===== src/rtl/lcr_tx_pkg.sv =====
package lcr_tx_pkg;

  localparam int unsigned BYTE_W = 8;
  localparam int unsigned WCNT_W = 4;

  typedef enum logic [1:0] {
    STOP_ONE      = 2'd0,
    STOP_ONE_HALF = 2'd1,
    STOP_TWO      = 2'd2
  } stop_mode_e;

  typedef struct packed {
    logic [WCNT_W-1:0] nbits;
    logic              par_en;
    logic              par_stick;
    logic              par_even;
    stop_mode_e        stop;
    logic              brk;
  } tx_fmt_t;

  typedef enum logic [2:0] {
    ST_IDLE  = 3'd0,
    ST_START = 3'd1,
    ST_DATA  = 3'd2,
    ST_PAR   = 3'd3,
    ST_STOP  = 3'd4,
    ST_GUARD = 3'd5
  } tx_state_e;

  // Mask keeping the lowest nbits of a byte
  function automatic logic [BYTE_W-1:0] word_mask(input logic [WCNT_W-1:0] nbits);
    logic [BYTE_W-1:0] m;
    for (int i = 0; i < BYTE_W; i++) begin
      m[i] = (i < int'(nbits));
    end
    return m;
  endfunction

  // Parity bit for a frame, over the sent data bits only
  function automatic logic frame_parity(input logic [BYTE_W-1:0] data,
                                        input tx_fmt_t fmt);
    logic [BYTE_W-1:0] kept;
    kept = data & word_mask(fmt.nbits);
    if (fmt.par_stick) begin
      return ~fmt.par_even;
    end
    return fmt.par_even ? ^kept : ~^kept;
  endfunction

endpackage


===== src/rtl/lcr_tx_fmt.sv =====
module lcr_tx_fmt
  import lcr_tx_pkg::*;
(
  input  logic [7:0] lcr_i,
  output tx_fmt_t    fmt_o
);

  logic unused_bit7;
  assign unused_bit7 = lcr_i[7];

  always_comb begin
    fmt_o.nbits     = WCNT_W'(5) + {2'b00, lcr_i[1:0]};
    fmt_o.par_en    = lcr_i[3];
    fmt_o.par_even  = lcr_i[4];
    fmt_o.par_stick = lcr_i[5];
    fmt_o.brk       = lcr_i[6];
    if (!lcr_i[2]) begin
      fmt_o.stop = STOP_ONE;
    end else if (lcr_i[1:0] == 2'b00) begin
      fmt_o.stop = STOP_ONE_HALF;
    end else begin
      fmt_o.stop = STOP_TWO;
    end
  end

endmodule


===== src/rtl/lcr_tx_hold.sv =====
module lcr_tx_hold
  import lcr_tx_pkg::*;
(
  input  logic              clk_i,
  input  logic              rst_ni,
  input  logic              valid_i,
  input  logic [BYTE_W-1:0] data_i,
  input  logic              take_i,
  output logic              ready_o,
  output logic              full_o,
  output logic [BYTE_W-1:0] data_o
);

  logic              full_q, full_d;
  logic [BYTE_W-1:0] data_q;
  logic              accept;

  assign accept = valid_i & ~full_q;

  always_comb begin
    full_d = full_q;
    if (take_i) begin
      full_d = 1'b0;
    end else if (accept) begin
      full_d = 1'b1;
    end
  end

  always_ff @(posedge clk_i or negedge rst_ni) begin
    if (!rst_ni) begin
      full_q <= 1'b0;
    end else begin
      full_q <= full_d;
    end
  end

  always_ff @(posedge clk_i) begin
    if (accept) begin
      data_q <= data_i;
    end
  end

  assign ready_o = ~full_q;
  assign full_o  = full_q;
  assign data_o  = data_q;

endmodule


===== src/rtl/lcr_tx_shift.sv =====
module lcr_tx_shift
  import lcr_tx_pkg::*;
#(
  parameter int unsigned OVERSAMPLE = 16
) (
  input  logic              clk_i,
  input  logic              rst_ni,
  input  logic              tick_i,
  input  tx_fmt_t           fmt_i,
  input  logic              hold_full_i,
  input  logic [BYTE_W-1:0] hold_data_i,
  input  logic              cts_ok_i,
  output logic              take_o,
  output logic              line_o,
  output logic              idle_o
);

  localparam int unsigned TICK_W = $clog2(2 * OVERSAMPLE);
  localparam logic [TICK_W-1:0] BIT_LAST     = TICK_W'(OVERSAMPLE - 1);
  localparam logic [TICK_W-1:0] ONEHALF_LAST = TICK_W'(OVERSAMPLE + OVERSAMPLE / 2 - 1);
  localparam logic [TICK_W-1:0] TWO_LAST     = TICK_W'(2 * OVERSAMPLE - 1);

  tx_state_e         state_q, state_d;
  logic [TICK_W-1:0] tcnt_q, tcnt_d;
  logic [WCNT_W-1:0] bcnt_q, bcnt_d;
  logic [WCNT_W-1:0] nlast_q, nlast_d;
  logic [BYTE_W-1:0] sreg_q, sreg_d;
  logic              par_q, par_d;
  logic              pen_q, pen_d;
  logic [TICK_W-1:0] slast_q, slast_d;
  logic              can_start, bit_end, take;
  logic [TICK_W-1:0] stop_last_new;

  assign can_start = hold_full_i & cts_ok_i & ~fmt_i.brk;
  assign bit_end   = tick_i && (tcnt_q == BIT_LAST);

  always_comb begin
    unique case (fmt_i.stop)
      STOP_ONE_HALF: stop_last_new = ONEHALF_LAST;
      STOP_TWO:      stop_last_new = TWO_LAST;
      default:       stop_last_new = BIT_LAST;
    endcase
  end

  // Next-state logic
  always_comb begin
    state_d = state_q;
    tcnt_d  = tick_i ? tcnt_q + TICK_W'(1) : tcnt_q;
    bcnt_d  = bcnt_q;
    nlast_d = nlast_q;
    sreg_d  = sreg_q;
    par_d   = par_q;
    pen_d   = pen_q;
    slast_d = slast_q;
    take    = 1'b0;
    if (fmt_i.brk) begin
      state_d = ST_GUARD;
      tcnt_d  = '0;
    end else begin
      unique case (state_q)
        ST_IDLE: begin
          tcnt_d = '0;
          take   = can_start;
        end
        ST_GUARD: begin
          if (bit_end) begin
            state_d = ST_IDLE;
            tcnt_d  = '0;
          end
        end
        ST_START: begin
          if (bit_end) begin
            state_d = ST_DATA;
            tcnt_d  = '0;
            bcnt_d  = '0;
          end
        end
        ST_DATA: begin
          if (bit_end) begin
            tcnt_d = '0;
            sreg_d = sreg_q >> 1;
            if (bcnt_q == nlast_q) begin
              state_d = pen_q ? ST_PAR : ST_STOP;
            end else begin
              bcnt_d = bcnt_q + WCNT_W'(1);
            end
          end
        end
        ST_PAR: begin
          if (bit_end) begin
            state_d = ST_STOP;
            tcnt_d  = '0;
          end
        end
        ST_STOP: begin
          if (tick_i && (tcnt_q == slast_q)) begin
            tcnt_d = '0;
            if (can_start) begin
              take = 1'b1;
            end else begin
              state_d = ST_IDLE;
            end
          end
        end
        default: begin
          state_d = ST_IDLE;
          tcnt_d  = '0;
        end
      endcase
    end
    if (take) begin
      state_d = ST_START;
      tcnt_d  = '0;
      sreg_d  = hold_data_i;
      par_d   = frame_parity(hold_data_i, fmt_i);
      nlast_d = fmt_i.nbits - WCNT_W'(1);
      pen_d   = fmt_i.par_en;
      slast_d = stop_last_new;
    end
  end

  always_ff @(posedge clk_i or negedge rst_ni) begin
    if (!rst_ni) begin
      state_q <= ST_IDLE;
      tcnt_q  <= '0;
      bcnt_q  <= '0;
      nlast_q <= '0;
      sreg_q  <= '0;
      par_q   <= 1'b0;
      pen_q   <= 1'b0;
      slast_q <= '0;
    end else begin
      state_q <= state_d;
      tcnt_q  <= tcnt_d;
      bcnt_q  <= bcnt_d;
      nlast_q <= nlast_d;
      sreg_q  <= sreg_d;
      par_q   <= par_d;
      pen_q   <= pen_d;
      slast_q <= slast_d;
    end
  end

  always_comb begin
    unique case (state_q)
      ST_START: line_o = 1'b0;
      ST_DATA:  line_o = sreg_q[0];
      ST_PAR:   line_o = par_q;
      default:  line_o = 1'b1;
    endcase
  end

  assign take_o = take;
  assign idle_o = (state_q == ST_IDLE);

endmodule


===== src/rtl/lcr_uart_tx.sv =====
module lcr_uart_tx
  import lcr_tx_pkg::*;
#(
  parameter int unsigned OVERSAMPLE = 16
) (
  input  logic       clk_i,
  input  logic       rst_ni,
  input  logic       baud_tick_i,
  input  logic [7:0] lcr_i,
  input  logic       cts_gate_en_i,
  input  logic       cts_i,
  input  logic [7:0] tx_data_i,
  input  logic       tx_valid_i,
  output logic       tx_ready_o,
  output logic       txd_o,
  output logic       temt_o
);

  logic [1:0]        rst_pipe_q;
  logic              rst_sync_n;
  tx_fmt_t           fmt;
  logic              hold_full;
  logic [BYTE_W-1:0] hold_data;
  logic              take;
  logic              line_bit;
  logic              shift_idle;
  logic              cts_ok;
  logic              txd_q, txd_d;

  // Reset asserts at once, releases on the clock
  always_ff @(posedge clk_i or negedge rst_ni) begin
    if (!rst_ni) begin
      rst_pipe_q <= 2'b00;
    end else begin
      rst_pipe_q <= {rst_pipe_q[0], 1'b1};
    end
  end
  assign rst_sync_n = rst_pipe_q[1];

  assign cts_ok = ~cts_gate_en_i | cts_i;

  lcr_tx_fmt fmt_i (
    .lcr_i (lcr_i),
    .fmt_o (fmt)
  );

  lcr_tx_hold hold_i (
    .clk_i   (clk_i),
    .rst_ni  (rst_sync_n),
    .valid_i (tx_valid_i),
    .data_i  (tx_data_i),
    .take_i  (take),
    .ready_o (tx_ready_o),
    .full_o  (hold_full),
    .data_o  (hold_data)
  );

  lcr_tx_shift #(
    .OVERSAMPLE (OVERSAMPLE)
  ) shift_i (
    .clk_i       (clk_i),
    .rst_ni      (rst_sync_n),
    .tick_i      (baud_tick_i),
    .fmt_i       (fmt),
    .hold_full_i (hold_full),
    .hold_data_i (hold_data),
    .cts_ok_i    (cts_ok),
    .take_o      (take),
    .line_o      (line_bit),
    .idle_o      (shift_idle)
  );

  assign txd_d = fmt.brk ? 1'b0 : line_bit;

  always_ff @(posedge clk_i or negedge rst_sync_n) begin
    if (!rst_sync_n) begin
      txd_q <= 1'b1;
    end else begin
      txd_q <= txd_d;
    end
  end

  assign txd_o  = txd_q;
  assign temt_o = ~hold_full & shift_idle;

endmodule


===== config.mk =====
export PLATFORM = sky130hd
export DESIGN_NAME = lcr_uart_tx
export DESIGN_NICKNAME = d
export VERILOG_FILES = /design/src/rtl/lcr_tx_pkg.sv /design/src/rtl/lcr_tx_fmt.sv /design/src/rtl/lcr_tx_hold.sv /design/src/rtl/lcr_tx_shift.sv /design/src/rtl/lcr_uart_tx.sv
export SDC_FILE = /design/constraint.sdc
export NUM_CORES = 1
export LEC_CHECK = 0
export ABC_AREA = 0
export BUFFER_PORTS_ARGS = -buffer_cell sky130_fd_sc_hd__buf_2
export CAP_MARGIN = 20
export CORE_MARGIN = 3
export CORE_UTILIZATION = 35
export CTS_BUF_LIST = sky130_fd_sc_hd__clkbuf_8
export DETAILED_ROUTE_END_ITERATION = 8
export PLACE_DENSITY_LB_ADDON = 0.05
export SLEW_MARGIN = 15
export SYNTH_ARGS = -nofsm -noshare
export SYNTH_HDL_FRONTEND = slang
export SYNTH_HIERARCHICAL = 1
export SYNTH_SLANG_ARGS = --single-unit

===== constraint.sdc =====
create_clock -name clk_i -period 2.8 [get_ports clk_i]
set_input_delay 0.42 -clock clk_i [delete_from_list [all_inputs] [get_ports clk_i]]
set_output_delay 0.42 -clock clk_i [all_outputs]
set_load 0.02 [all_outputs]

# == After elaboration in Yosys (flattened, before gate mapping) ==
# Index checks and enable logic that the tools add are counted.
# op_classes
eq_ne,22
magnitude_cmp,8
n_shift,0
muxes,41
div,0
add_sub_neg,4
reduce_logical,14
bitwise_logic,10
multipliers,0
# ops
operator,count
8-bit two-way mux,4
3-bit two-way mux,10
5-bit two-way mux,5
4-bit by 3-bit != test with 1-bit output (second input constant),6
5-bit case mux with 2 select lines,2
3-bit case mux with 6 select lines,1
3-bit by 4-bit < comparator with 1-bit output (first input constant),4
4-bit two-way mux,3
1-bit two-way mux,11
8-bit bitwise AND,1
1-bit by 4-bit < comparator with 1-bit output (first input constant),2
2-bit by 4-bit < comparator with 1-bit output (first input constant),2
4-bit case mux with 2 select lines,1
8-bit AND reduction,1
2-bit nonzero test,4
8-bit XNOR reduction,1
8-bit XOR reduction,1
3-bit by 2-bit equality test with 1-bit output (second input constant),2
3-bit equality test (second input constant),2
2-bit by 1-bit != test with 1-bit output (second input constant),3
5-bit by 1-bit adder with 5-bit output (second input constant),1
5-bit by 4-bit equality test with 1-bit output (second input constant),1
5-bit equality test,1
5-bit AND reduction,1
21 further kinds,29
# word_totals
ram_bits,0
register_bits,43
romBits,0
n_memories,0
word_cells,111
latch_bits,0

# == Depth between registers and ports, before layout ==
# Gate-level depths: netlist of the first run.
# logic_depth
depth_word,10
mapped_depth,10

# == Modules after synthesis ==
# The synthesis of the first run kept the hierarchy.
# by_module_without_submodules
mod,cells_per_inst,n_inst,area_per_inst_um2
lcr_tx_shift,209,1,1928.1
lcr_tx_hold,12,1,285.3
lcr_uart_tx,7,1,113.9
lcr_tx_fmt,12,1,95.1

# == Worst setup path after synthesis of the first run ==
# Ideal clock, no wire load.
# synth_timing
path_kind,input port to flip-flop
start,input lcr_i[0]
end,register shift_i.par_q
setup_ns,0.129
cell_stages,10
required_ns,2.671
slack_ns,0.686
arrival_time_ns,1.985
path_cell_list,inv_1 ha_1 inv_1 ha_1 nand2b_1 a21oi_1 o21ai_0 a2111o_1 o211ai_1 nand3_1
# synth_rtl
element,line,source
from (decl),lcr_uart_tx.sv:9,"input logic [7:0] lcr_i,"
to (signal assigned),lcr_tx_shift.sv:138,par_q <= par_d;
to (decl),lcr_tx_shift.sv:28,"logic par_q, par_d;"

# == Worst setup path in the final report of the first run ==
# layout_timing
start,register shift_i.tcnt_q[0]
end,register shift_i.state_q[0]
# layout_via
elab_chain_len,7
# layout_rtl
element,line,source
from (decl),lcr_tx_shift.sv:24,"logic [TICK_W-1:0] tcnt_q, tcnt_d;"
from (signal assigned),lcr_tx_shift.sv:134,tcnt_q <= tcnt_d;
5-bit equality test,lcr_tx_shift.sv:96,if (tick_i && (tcnt_q == slast_q)) begin
1-bit logical AND,lcr_tx_shift.sv:96,
1-bit two-way mux,lcr_tx_shift.sv:96,
1-bit case mux with 2 select lines,lcr_tx_shift.sv:60,unique case (state_q)
1-bit two-way mux,lcr_tx_shift.sv:56,if (fmt_i.brk) begin
4-bit by 3-bit != test with 1-bit output (no line) (tied with other cells),--,
8-bit AND reduction (no line),--,
to (signal assigned),lcr_tx_shift.sv:133,state_q <= state_d;
to (decl),lcr_tx_shift.sv:23,"tx_state_e state_q, state_d;"
# Parallel ways exist; a longest one is shown, timed or not.
# A chain may end at the register's enable or synchronous reset.

==> run summary, run 1 <==
The proportion of layout cells with a drive suffix above 1 is 0.177. The global-route wire length before repair came out at 8320 um. The clock reaches the later pin of the worst-skew pair after slightly below 0.3 ns. The H-tree generated during clock tree synthesis spans 2 levels. The transition time of the tightest slew-check pin is between 0.7 and 0.8 ns. The total iterations of the first detailed-routing run is 4.

Summed over all layers, the global routing overflow is 0. The number of I/O pins came out at 25. The number of warning messages in the yosys log is 6. The run finished with clean final reports. The non-filler instance count after layout is approximately 340. The library cell used as clock root buffer is sky130_fd_sc_hd__clkbuf_8. The max-slew violation count is 0. The period utilization came out at 0.824.

The post-CTS clock slew at the launch and capture registers of the worst setup and hold paths came out at 0.09 ns. The maximum vdd drop is between 0.2 and 0.3 mV. The total met3 wirelength after detailed routing came out at 165 um. The count of final setup violators is 0. The via count of the first global-routing pass came out at roughly 1700.

The number of nets still failing antenna checks after routing came out at 0. Measured along the x axis, the die boundary spans 89.2 um. The endpoint of the most critical register-to-register path is shift_i/state_q[0]. The total wirelength of the detailed-routed design came out at 5030 um. The max-slew headroom at the worst pin came out at 0.481. The post-route minimum period is between 2 and 2.5 ns. The flip-flop cell with the highest count after synthesis is sky130_fd_sc_hd__dfrtp_1. The cell area after placement is approximately 2600 um2. In this run the critical register-to-register path is launched from shift_i/tcnt_q[0]. Counting every sink on the clock net gives a little over 40. The slack of the worst reg-to-reg path is ~0.49 ns. The startpoint-to-endpoint class of the critical path is flip-flop to flip-flop. The synthesized instance count is 240. In this run, the number of DRC markers left after iteration 0 of detailed routing was 88.

The power after layout came out at 1.15 mW. The net count of the finished layout came out at around 290. The number of failing hold endpoints at the final stage came out at 0.

The initial core utilization is 0.371. The number of cells on the worst reg-to-reg path is 9. TritonCTS created 5 clock buffers.

The required time at the endpoint of the critical path came out at 2.96 ns. In the detailed route, the total length drawn on met2 is 2360 um. The routed via count came out at 1763. The detailed-placement wirelength estimate came out at around 3800 um. The worst setup path is captured at a flip-flop.

The worst setup path is launched from a flip-flop. The synthesized netlist occupies a cell area of about 2400 um2. The setup TNS after final layout came out at 0 ns. For this run, the register share of the synthesized area comes to 0.441. STA puts the critical path data arrival time at 2.47 ns. After detailed routing, the average wire length per cell comes to 14.9 um. The initial antenna violation count came out at 0.

The vertical extent of the die came out at 89.2 um. The maximum net fanout on the critical path is 5. The share of synthesized flip-flops with an asynchronous set or reset is 0.805. The global-route usage over all layers is 0.137. The static leakage power is between 1 and 1.5 nW. In this run, synthesis inferred 8 flip-flops with an integrated enable. In this run the power density over the cells is between 400 and 500 nW/um2. The final worst clock skew came out at approximately 0.013 ns. After detailed routing, the wire length on met1 is roughly 2500 um. The number of nets in the synthesized netlist is roughly 270.

Relative to the synthesized area, the layout overhead comes to 10.1%. The pin count of the biggest net entering global routing is 32. Routability-driven placement finished with a final weighted congestion of ~0.75. The cell count after placement came out at about 330. The upper clock frequency limit is roughly 430 MHz. Post-CTS repair changed the size of 0 cells. The tightest min-delay check is of the flip-flop to asynchronous set/reset pin type. Setup repair after global routing left no endpoint under its margin. The highest layer touched by signal routing is met4. The final non-filler cell area is ~2700 um2. The buffers inserted during post-CTS setup optimization came out at 0. The remaining design rule violation count came out at 0. The area of the placeable core is 6530 um2. Counting flops and latches in the post-synthesis netlist gives between 40 and 50. The number of placement rows came out at 29.

TritonCTS built the clock tree. The buffer depth of the longest clock path is 2. The number of I/O port buffers came out at 23.

The number of antenna diodes is 0. The critical path starts at shift_i/tcnt_q[0]. The area of the die is roughly 8000 um2. The vias per cell is 5.23. Counting distinct cell types in the post-synthesis netlist gives 64. Across the run, the number of max-cap violations was 0. The capturing instance or port of the critical path is shift_i/state_q[0]. The mean area per synthesized cell is a little over 10 um2.
-- where the power goes --
group | switching, mW | leakage, nW | total [mW] | internal (mW)
clock | 0.203 | 0.0491 | 0.372 | 0.169
combinational | 0.0694 | 0.681 | 0.128 | 0.0581
sequential | 0.0177 | 0.497 | 0.650 | 0.632
-- worst max-delay path: stages (launching register included) --
cell and delay, ns:
sky130_fd_sc_hd__dfrtp_1 0.45, sky130_fd_sc_hd__ha_1 0.24, sky130_fd_sc_hd__and3_1 0.19, sky130_fd_sc_hd__ha_1 0.19
sky130_fd_sc_hd__nand2_1 0.15, sky130_fd_sc_hd__and3_1 0.20, sky130_fd_sc_hd__a21o_1 0.13, sky130_fd_sc_hd__a221oi_2 0.05
sky130_fd_sc_hd__and3_1 0.19, sky130_fd_sc_hd__or4_1 0.39
-- flip-flops by register name, summed over array words and instances (netlist names) --
signal	cells
hold_i/data_o	8
shift_i/sreg_q	8
shift_i/tcnt_q	5
shift_i/bcnt_q	4
shift_i/nlast_q	4
shift_i/slast_q	3
shift_i/state_q	3
rst_pipe_q	2
hold_i/full_o	1
shift_i/par_q	1
shift_i/pen_q	1
txd_o	1
-- placed cells by master, fill, tap and decap left out, types with 5 or more instances in the layout --
cell | netlist | routed
sky130_fd_sc_hd__nor3_1 | 6 | 6
sky130_fd_sc_hd__nor2_1 | 17 | 17
sky130_fd_sc_hd__clkbuf_8 | 0 | 5
sky130_fd_sc_hd__xnor2_1 | 6 | 6
sky130_fd_sc_hd__nand2_1 | 21 | 21
sky130_fd_sc_hd__buf_2 | 6 | 23
sky130_fd_sc_hd__ha_1 | 11 | 11
sky130_fd_sc_hd__o21ai_1 | 8 | 8
sky130_fd_sc_hd__o22a_1 | 13 | 13
sky130_fd_sc_hd__dfrtp_1 | 32 | 32
sky130_fd_sc_hd__a21oi_1 | 9 | 9
sky130_fd_sc_hd__edfxtp_1 | 8 | 8
sky130_fd_sc_hd__inv_1 | 13 | 14
sky130_fd_sc_hd__nand3_1 | 5 | 5
sky130_fd_sc_hd__xor2_1 | 9 | 9
-- worst min-delay path by stage --
stage | depth (start not counted) | end
floorplan | 0 | rst_pipe_q[0]
global route | 1 | hold_i/data_o[7]
CTS | 1 | shift_i/slast_q[4]
finish | 1 | shift_i/slast_q[3]
detailed placement | 1 | rst_pipe_q[0]
global placement | 1 | rst_pipe_q[0]
-- cell usage after synthesis (all sizes together) (2+ instances only) --
cell type | instances | share of area
nor3b | 2 | 0.011
nand2 | 21 | 0.033
clkbuf | 3 | 0.0046
a221oi | 2 | 0.0098
nor2b | 4 | 0.017
nand4 | 2 | 0.0052
nor3 | 6 | 0.012
xor2 | 9 | 0.033
o21ai | 11 | 0.023
nand2b | 4 | 0.010
dfrtp | 32 | 0.33
mux2i | 4 | 0.017
a211oi | 3 | 0.0093
nand3 | 5 | 0.010
xnor2 | 6 | 0.022
o22a | 13 | 0.047
ha | 11 | 0.057
inv | 14 | 0.022
nor4 | 4 | 0.010
and3 | 4 | 0.010
a21oi | 10 | 0.022
nor2 | 17 | 0.026
and2 | 3 | 0.0083
edfxtp | 8 | 0.099
buf | 12 | 0.034
o311ai | 2 | 0.0072
-- timing repair --
item | in CTS | in global routing
endpoints found under the setup margin | 0 | 0
hold buffers | 1 | 0
hold endpoints to repair | 2 | 0
-- area by class of cell --
type / instances / area [um2]
clock buffers: 5 / 68.8
multi-input cells: 170 / 1210
clock inverters: 3 / 13.8
repair buffers: 27 / 160
inverters: 14 / 52.6
fillers: 650 / 3860
well taps: 77 / 96.3
flip-flops and latches: 41 / 1070
-- kinds of logic after synthesis --
logic type | synth area share
AOI/OAI and AO/OA | 0.181
buffers and inverters | 0.0604
xor gates and xnor gates | 0.0542
muxes | 0.0212
and+or+nand+nor | 0.184
DFF | 0.441
adders and majority gates | 0.0568
other | 0.00155
-- per-layer routing --
metal,up-vias,global-route usage
li1,898,-
met1,836,0.185
met2,27,0.226
met3,2,0.0276
met4,0,0.0325
met5,-,0
-- metrics by stage --
stage	hold WS, ns	worst slack, ns	util
floorplan	0.124	0.686	-
global placement	0.206	0.329	0.394
detailed placement	0.209	0.314	0.394
CTS	0.284	0.480	0.408
global route	0.292	0.362	0.408
finish	0.253	0.493	0.408
No activity file was read; power rests on OpenSTA's default activity.
==> inputs of run 2 (changes only) <==
clock period = 2.1 ns   (was 2.8 ns; I/O delays follow)
==> run 2 against run 1 <==
Sequential cell count unchanged. First-iteration DRC count decreased by 55%. Critical path depth unchanged. Routed wire length increased by 2.8%. Clock power increased by 78%. Count of clock-buffer cells in the layout increased by 1. Critical endpoint unchanged. Via count increased by 3.1%. Setup slack got worse by 0.49 ns. Largest cell class unchanged.
==> run summary, run 2 (synthesized netlist as in run 1, its figures left out) <==
The number of I/O pins was 25 (unchanged). The routed length per placed instance came out at 14.4 um (was 14.9 um). The capturing instance or port of the critical path is shift_i/state_q[0] (unchanged). The count of final setup violators came out at 0 (unchanged). The final weighted congestion in routability-driven placement was 0.745 (was 0.755). The startpoint-to-endpoint class of the critical path is flip-flop to flip-flop (unchanged). The number of I/O port buffers was 23 (unchanged). The cell area after placement is 2710 um2 (was 2570 um2).

The slack of the worst reg-to-reg path came out at 0.0003 ns (was 0.49 ns). The initial core utilization is 0.371 (unchanged). The nature of the critical path startpoint is a flip-flop (unchanged). The vias per cell is 5.06 (was 5.23). The kind of path behind the tightest hold check is primary input to flip-flop (was flip-flop to asynchronous set/reset pin). The upper clock frequency limit came to 476 MHz (was 433 MHz).

The number of clock sinks was 41 (unchanged). The via count of the first global-routing pass is 1847 (was 1715). The net count of the finished layout is 314 (was 292). The number of placement rows came to 29 (unchanged). The area of the die came out at 7950 um2 (unchanged). The non-filler instance count after layout came out at 359 (was 337). The library cell used as clock root buffer is sky130_fd_sc_hd__clkbuf_8 (unchanged).

Status: complete, no violations (unchanged). The max-slew headroom at the worst pin is 0.672 (was 0.481). The horizontal die dimension came out at 89.2 um (unchanged). The number of violations reported at the end of detailed-routing iteration 0 came out at 40 (was 88). The fill cell total of the finished layout is 657 (was 650). The vertical extent of the die was 89.2 um (unchanged). The period utilization came to 1.00 (was 0.824). The kind of capture point of the worst setup path is a flip-flop (unchanged). Highest-count cells in the layout ignoring fill and taps: 32 x sky130_fd_sc_hd__dfrtp_1, 24 x sky130_fd_sc_hd__buf_4, 23 x sky130_fd_sc_hd__buf_2, 20 x sky130_fd_sc_hd__nand2_1, 16 x sky130_fd_sc_hd__nor2_1 (was 32 x sky130_fd_sc_hd__dfrtp_1, 23 x sky130_fd_sc_hd__buf_2, 21 x sky130_fd_sc_hd__nand2_1, 17 x sky130_fd_sc_hd__nor2_1, 14 x sky130_fd_sc_hd__inv_1). The cell count after placement was 346 (was 328). RSZ-0062 raised after global routing: true (was false). The maximum vdd drop came out at 0.380 mV (was 0.285 mV). The clock buffer count from CTS is 5 (unchanged). The footprint of the flip-flops and latches is 1070 um2 (unchanged). The combined area of the multi-input logic cells came to 1270 um2 (was 1210 um2).

The number of cells on the worst reg-to-reg path came out at 9 (unchanged). The static leakage power is 1.35 nW (was 1.23 nW). The number of nets still failing antenna checks after routing came out at 0 (unchanged). The number of antenna diodes is 0 (unchanged). The post-synthesis to final-layout area growth is 21.0% (was 10.1%). The CTS tree is done (unchanged). The global-route wire length before repair was 8890 um (was 8320 um). The number of failing hold endpoints at the final stage came out at 0 (unchanged).

The area of the placeable core came out at 6530 um2 (unchanged). The pin count of the biggest net entering global routing is 32 (unchanged). The final worst clock skew was 0.00574 ns (was 0.0134 ns). The post-CTS clock slew at the launch and capture registers of the worst setup and hold paths is 0.08 ns (was 0.09 ns). The endpoint of the most critical register-to-register path is shift_i/state_q[0] (unchanged). The initial antenna violation count is 0 (unchanged). The max-slew violation count is 0 (unchanged). The total wirelength of the detailed-routed design is 5170 um (was 5030 um).

The most common cell after layout, fill and taps aside was sky130_fd_sc_hd__dfrtp_1 (unchanged). The required time at the endpoint of the critical path was 2.27 ns (was 2.96 ns). The clock latency at the later pin of the worst-skew pair was 0.29 ns (about the same). The post-route minimum period is 2.10 ns (was 2.31 ns). The total iterations of the first detailed-routing run is 4 (unchanged). The routed via count came to 1818 (was 1763). The max-capacitance violation count came out at 0 (unchanged). The global-route usage over all layers is 0.146 (was 0.137). The total grt overflow was 0 (unchanged). The proportion of layout cells with a drive suffix above 1 came out at 0.280 (was 0.177).

The startpoint of the worst-slack reg-to-reg timing path is shift_i/tcnt_q[1] (was shift_i/tcnt_q[0]). The transition time of the tightest slew-check pin is 0.485 ns (was 0.777 ns). The buffer depth of the longest clock path was 2 (unchanged). The ratio of total power to cell area came out at 587 nW/um2 (was 431 nW/um2).

The arrival time of the worst setup path is 2.27 ns (was 2.47 ns). The detailed-placement wirelength estimate is 3800 um (was 3750 um). The startpoint of the worst setup timing path is shift_i/tcnt_q[1] (was shift_i/tcnt_q[0]).

The maximum net fanout on the critical path is 2 (was 5). The remaining design rule violation count came out at 0 (unchanged). The final non-filler cell area is 2930 um2 (was 2670 um2). The count of H-tree levels built during CTS came out at 2 (unchanged).
run 2: changes by cell type in the layout (fill, tap and decap cells not counted), sizes merged:
cell	change
clkinv	-2
bufinv	+1
buf	+22
clkbuf	+1
run 2: repair_timing:
item / in CTS / in global routing
hold buffers: 1 / 0
pin swaps: 0 / 9
endpoints found under the setup margin: 1 / 10
cloned: 0 / 0
resized for setup: 2 / 11
hold endpoints to repair: 2 / 0
buffers inserted: 1 / 3
run 2: metal layers:
layer | share of wire | up-vias | track usage
li1 | - | 943 | -
met1 | 0.49 | 835 | 0.192
met2 | 0.45 | 32 | 0.227
met3 | 0.028 | 8 | 0.0396
met4 | 0.025 | 0 | 0.0582
met5 | 0 | - | 0
run 2: final cells by class:
class / count / area share
Clock buffer: 6 / 0.0282
Inverter: 14 / 0.0179
Timing Repair Buffer: 49 / 0.111
Tap cell: 77 / 0.0329
Sequential cell: 41 / 0.364
Multi-Input combinational cell: 170 / 0.434
Clock inverter: 2 / 0.0115
run 2: power breakdown:
part           switching, mW  internal (mW)
combinational          0.101         0.0949
sequential            0.0203          0.843
clock                  0.278          0.383
run 2: worst max-delay path: stages (launching register included):
cell and delay, ns:
sky130_fd_sc_hd__dfrtp_1 0.39, sky130_fd_sc_hd__ha_2 0.20, sky130_fd_sc_hd__and3_4 0.18, sky130_fd_sc_hd__ha_4 0.16
sky130_fd_sc_hd__nand2_2 0.06, sky130_fd_sc_hd__and3_4 0.18, sky130_fd_sc_hd__a21o_1 0.14, sky130_fd_sc_hd__a221oi_4 0.05
sky130_fd_sc_hd__and3_1 0.16, sky130_fd_sc_hd__or4_1 0.45
run 2: worst min path at each step:
| stage | start | endpoint | depth (start not counted) |
|---|---|---|---|
| after floorplan | rst_ni | rst_pipe_q[0] | 0 |
| after global placement | rst_ni | rst_pipe_q[1] | 1 |
| after detailed placement | rst_ni | rst_pipe_q[1] | 1 |
| after CTS | tx_data_i[3] | hold_i/data_o[3] | 1 |
| after global routing | tx_data_i[0] | hold_i/data_o[0] | 1 |
| final | tx_data_i[3] | hold_i/data_o[3] | 1 |
run 2: through the flow:
stage | setup WS (ns) | hold slack, ns | util | TNS (ns) | power (mW)
6_report | 0.000257 | 0.194 | 0.449 | 0 | 1.72
5_1_grt | -0.0897 | 0.171 | 0.449 | -0.161 | 1.83
3_3_place_gp | -0.0938 | 0.102 | 0.415 | -0.117 | 1.07
2_1_floorplan | 0.0342 | 0.0194 | - | 0 | 1.00
3_5_place_dp | -0.117 | 0.103 | 0.415 | -0.129 | 1.07
4_1_cts | 0.00507 | 0.184 | 0.437 | 0 | 1.75
==> inputs of run 3 (changes only) <==
MAX_ROUTING_LAYER = met4   (was not set)
==> run 3 against run 2 <==
First-iteration DRC count rose by 30%. Power fell by 0.23%. Setup slack improved by 0.00076 ns. Sequential power barely moved. Final cell count did not move. Sequential share of layout area did not move. Largest power group unchanged. Die area did not move. Count of clock-buffer cells in the layout did not move. Combinational power barely moved. Core utilization did not move. Fmax barely moved. Critical path type unchanged.
==> run summary, run 3 (synthesized netlist as in run 1, its figures left out) <==
The static leakage power is 1.35 nW (unchanged). The remaining design rule violation count is 0 (unchanged). The area of the die came out at 7950 um2 (unchanged). The clock buffer count from CTS came out at 5 (unchanged). The power after layout came out at 1.72 mW (about the same). The vias per cell is 5.08 (was 5.06).

Highest-count cells in the layout ignoring fill and taps: 32 x sky130_fd_sc_hd__dfrtp_1, 24 x sky130_fd_sc_hd__buf_4, 23 x sky130_fd_sc_hd__buf_2, 20 x sky130_fd_sc_hd__nand2_1, 16 x sky130_fd_sc_hd__nor2_1 (unchanged). The clock latency at the later pin of the worst-skew pair is 0.29 ns (about the same). The transition time of the tightest slew-check pin was 0.488 ns (was 0.485 ns).

The pin count of the biggest net entering global routing is 32 (unchanged). The count of final setup violators came to 0 (unchanged). The number of placement rows is 29 (unchanged).

The buffer depth of the longest clock path is 2 (unchanged). The core utilization of the finished layout came out at 0.449 (unchanged). The most common cell after layout, fill and taps aside is sky130_fd_sc_hd__dfrtp_1 (unchanged).

The endpoint of the most critical register-to-register path is shift_i/state_q[0] (unchanged). The number of I/O port buffers came out at 23 (unchanged). The upper clock frequency limit came to 476 MHz (about the same). The number of violations reported at the end of detailed-routing iteration 0 is 52 (was 40).

The net count of the finished layout was 314 (unchanged). The CTS tree is done (unchanged). The global-route met2 utilization came out at 0.227 (unchanged). The number of cells on the worst reg-to-reg path is 9 (unchanged). The global-route wire length before repair is 8870 um (was 8890 um). The startpoint of the worst setup timing path is shift_i/tcnt_q[1] (unchanged). The area of the placeable core came out at 6530 um2 (unchanged). The kind of capture point of the worst setup path is a flip-flop (unchanged). RSZ-0062 raised after global routing: true (unchanged).

The library cell used as clock root buffer is sky130_fd_sc_hd__clkbuf_8 (unchanged). The total wirelength of the detailed-routed design came out at 5150 um (was 5170 um). The number of antenna diodes came out at 0 (unchanged). The capturing instance or port of the critical path is shift_i/state_q[0] (unchanged). The final weighted congestion in routability-driven placement came to 0.755 (was 0.745).

The most utilized layer in the global route result was met2 (unchanged). The routed via count came out at 1825 (was 1818). The post-route minimum period came out at 2.10 ns (about the same). The final worst clock skew is 0.00431 ns (was 0.00574 ns). The initial core utilization was 0.371 (unchanged). The number of I/O pins came out at 25 (unchanged). The maximum vdd drop is 0.380 mV (about the same). The number of failing hold endpoints at the final stage came out at 0 (unchanged). The post-route worst hold slack is 0.198 ns (was 0.194 ns).

The ratio of total power to cell area is 585 nW/um2 (was 587 nW/um2). The nature of the critical path startpoint is a flip-flop (unchanged). The startpoint of the worst-slack reg-to-reg timing path is shift_i/tcnt_q[1] (unchanged).

The count of H-tree levels built during CTS came out at 2 (unchanged). The horizontal die dimension came out at 89.2 um (unchanged). The arrival time of the worst setup path came out at 2.26 ns (was 2.27 ns).

The fill cell total of the finished layout was 657 (unchanged). The via count of the first global-routing pass came out at 1847 (unchanged). The total iterations of the first detailed-routing run was 4 (unchanged).

The number of clock sinks is 41 (unchanged). The post-synthesis to final-layout area growth came out at 21.0% (unchanged). The max-slew headroom at the worst pin came to 0.671 (was 0.672). The kind of path behind the tightest hold check is primary input to flip-flop (unchanged). The global-route usage over all layers came out at 0.149 (was 0.146). The max-slew violation count came to 0 (unchanged). The maximum net fanout on the critical path is 2 (unchanged). The max-capacitance violation count came to 0 (unchanged). The total grt overflow is 0 (unchanged). Status: complete, no violations (unchanged).

The startpoint-to-endpoint class of the critical path is flip-flop to flip-flop (unchanged). The proportion of layout cells with a drive suffix above 1 came to 0.280 (unchanged). The period utilization is 1.00 (about the same). The met3 global-route usage is 0.0286 (was 0.0396). The vertical extent of the die is 89.2 um (unchanged). The routing usage on met1 is 0.192 (unchanged). The slack of the worst reg-to-reg path came out at 0.001 ns (was 0.0003 ns). The routed length per placed instance came out at 14.4 um (about the same). The post-CTS clock slew at the launch and capture registers of the worst setup and hold paths came out at 0.08 ns (about the same). The detailed-placement wirelength estimate is 3800 um (unchanged). The required time at the endpoint of the critical path came out at 2.26 ns (was 2.27 ns).

The number of nets still failing antenna checks after routing was 0 (unchanged). The initial antenna violation count is 0 (unchanged).
[run 3: final cells by class]
type	count	area (um2)	area share
tap	77	96.3	0.0329
clock buffer	6	82.6	0.0282
inverter	14	52.6	0.0179
timing repair buffer	49	325	0.111
clock inverter	2	33.8	0.0115
multi-input combinational	170	1270	0.434
sequential	41	1070	0.364
[run 3: critical path, stage by stage (launching register included)]
cell	delay (ns)
sky130_fd_sc_hd__dfrtp_1	0.39
sky130_fd_sc_hd__ha_2	0.20
sky130_fd_sc_hd__and3_4	0.18
sky130_fd_sc_hd__ha_4	0.16
sky130_fd_sc_hd__nand2_2	0.06
sky130_fd_sc_hd__and3_4	0.18
sky130_fd_sc_hd__a21o_1	0.14
sky130_fd_sc_hd__a221oi_4	0.05
sky130_fd_sc_hd__and3_1	0.16
sky130_fd_sc_hd__or4_1	0.45
[run 3: worst min path at each step]
stage / start / cells after the start / slack (ns) / to
2_1_floorplan: rst_ni / 0 / 0.02 / rst_pipe_q[0]
3_3_place_gp: rst_ni / 1 / 0.10 / rst_pipe_q[1]
3_5_place_dp: rst_ni / 1 / 0.10 / rst_pipe_q[1]
4_1_cts: tx_data_i[3] / 1 / 0.18 / hold_i/data_o[3]
5_1_grt: tx_data_i[0] / 1 / 0.18 / hold_i/data_o[0]
6_report: tx_data_i[3] / 1 / 0.20 / hold_i/data_o[3]
[run 3: what timing repair did]
item                                    4_1_cts  5_1_grt
endpoints found under the setup margin        1       10
pin swaps                                     0        9
hold buffers                                  1        0
setup buffers                                 1        3
endpoints found under the hold margin         2        0
resized for setup                             2       11
[run 3: power breakdown]
group | switching [mW] | total [mW] | internal, mW
Combinational | 0.101 | 0.195 | 0.0949
Sequential | 0.0202 | 0.863 | 0.843
Clock | 0.274 | 0.657 | 0.383
Total | 0.395 | 1.72 | 1.32
[run 3: routing by layer]
layer,vias to the layer above,routed length [um]
li1,944,-
met1,839,2520
met2,32,2340
met3,10,144
met4,0,145
met5,-,0
[run 3: per-stage QoR]
step	worst slack [ns]	cell area [um2]	cells	TNS (ns)
3_3_place_gp	-0.0938	2710	346	-0.117
2_1_floorplan	0.0342	2420	240	0
3_5_place_dp	-0.117	2710	346	-0.129
4_1_cts	0.00507	2850	356	0
6_report	0.00101	2930	359	0
5_1_grt	-0.0897	2930	359	-0.161
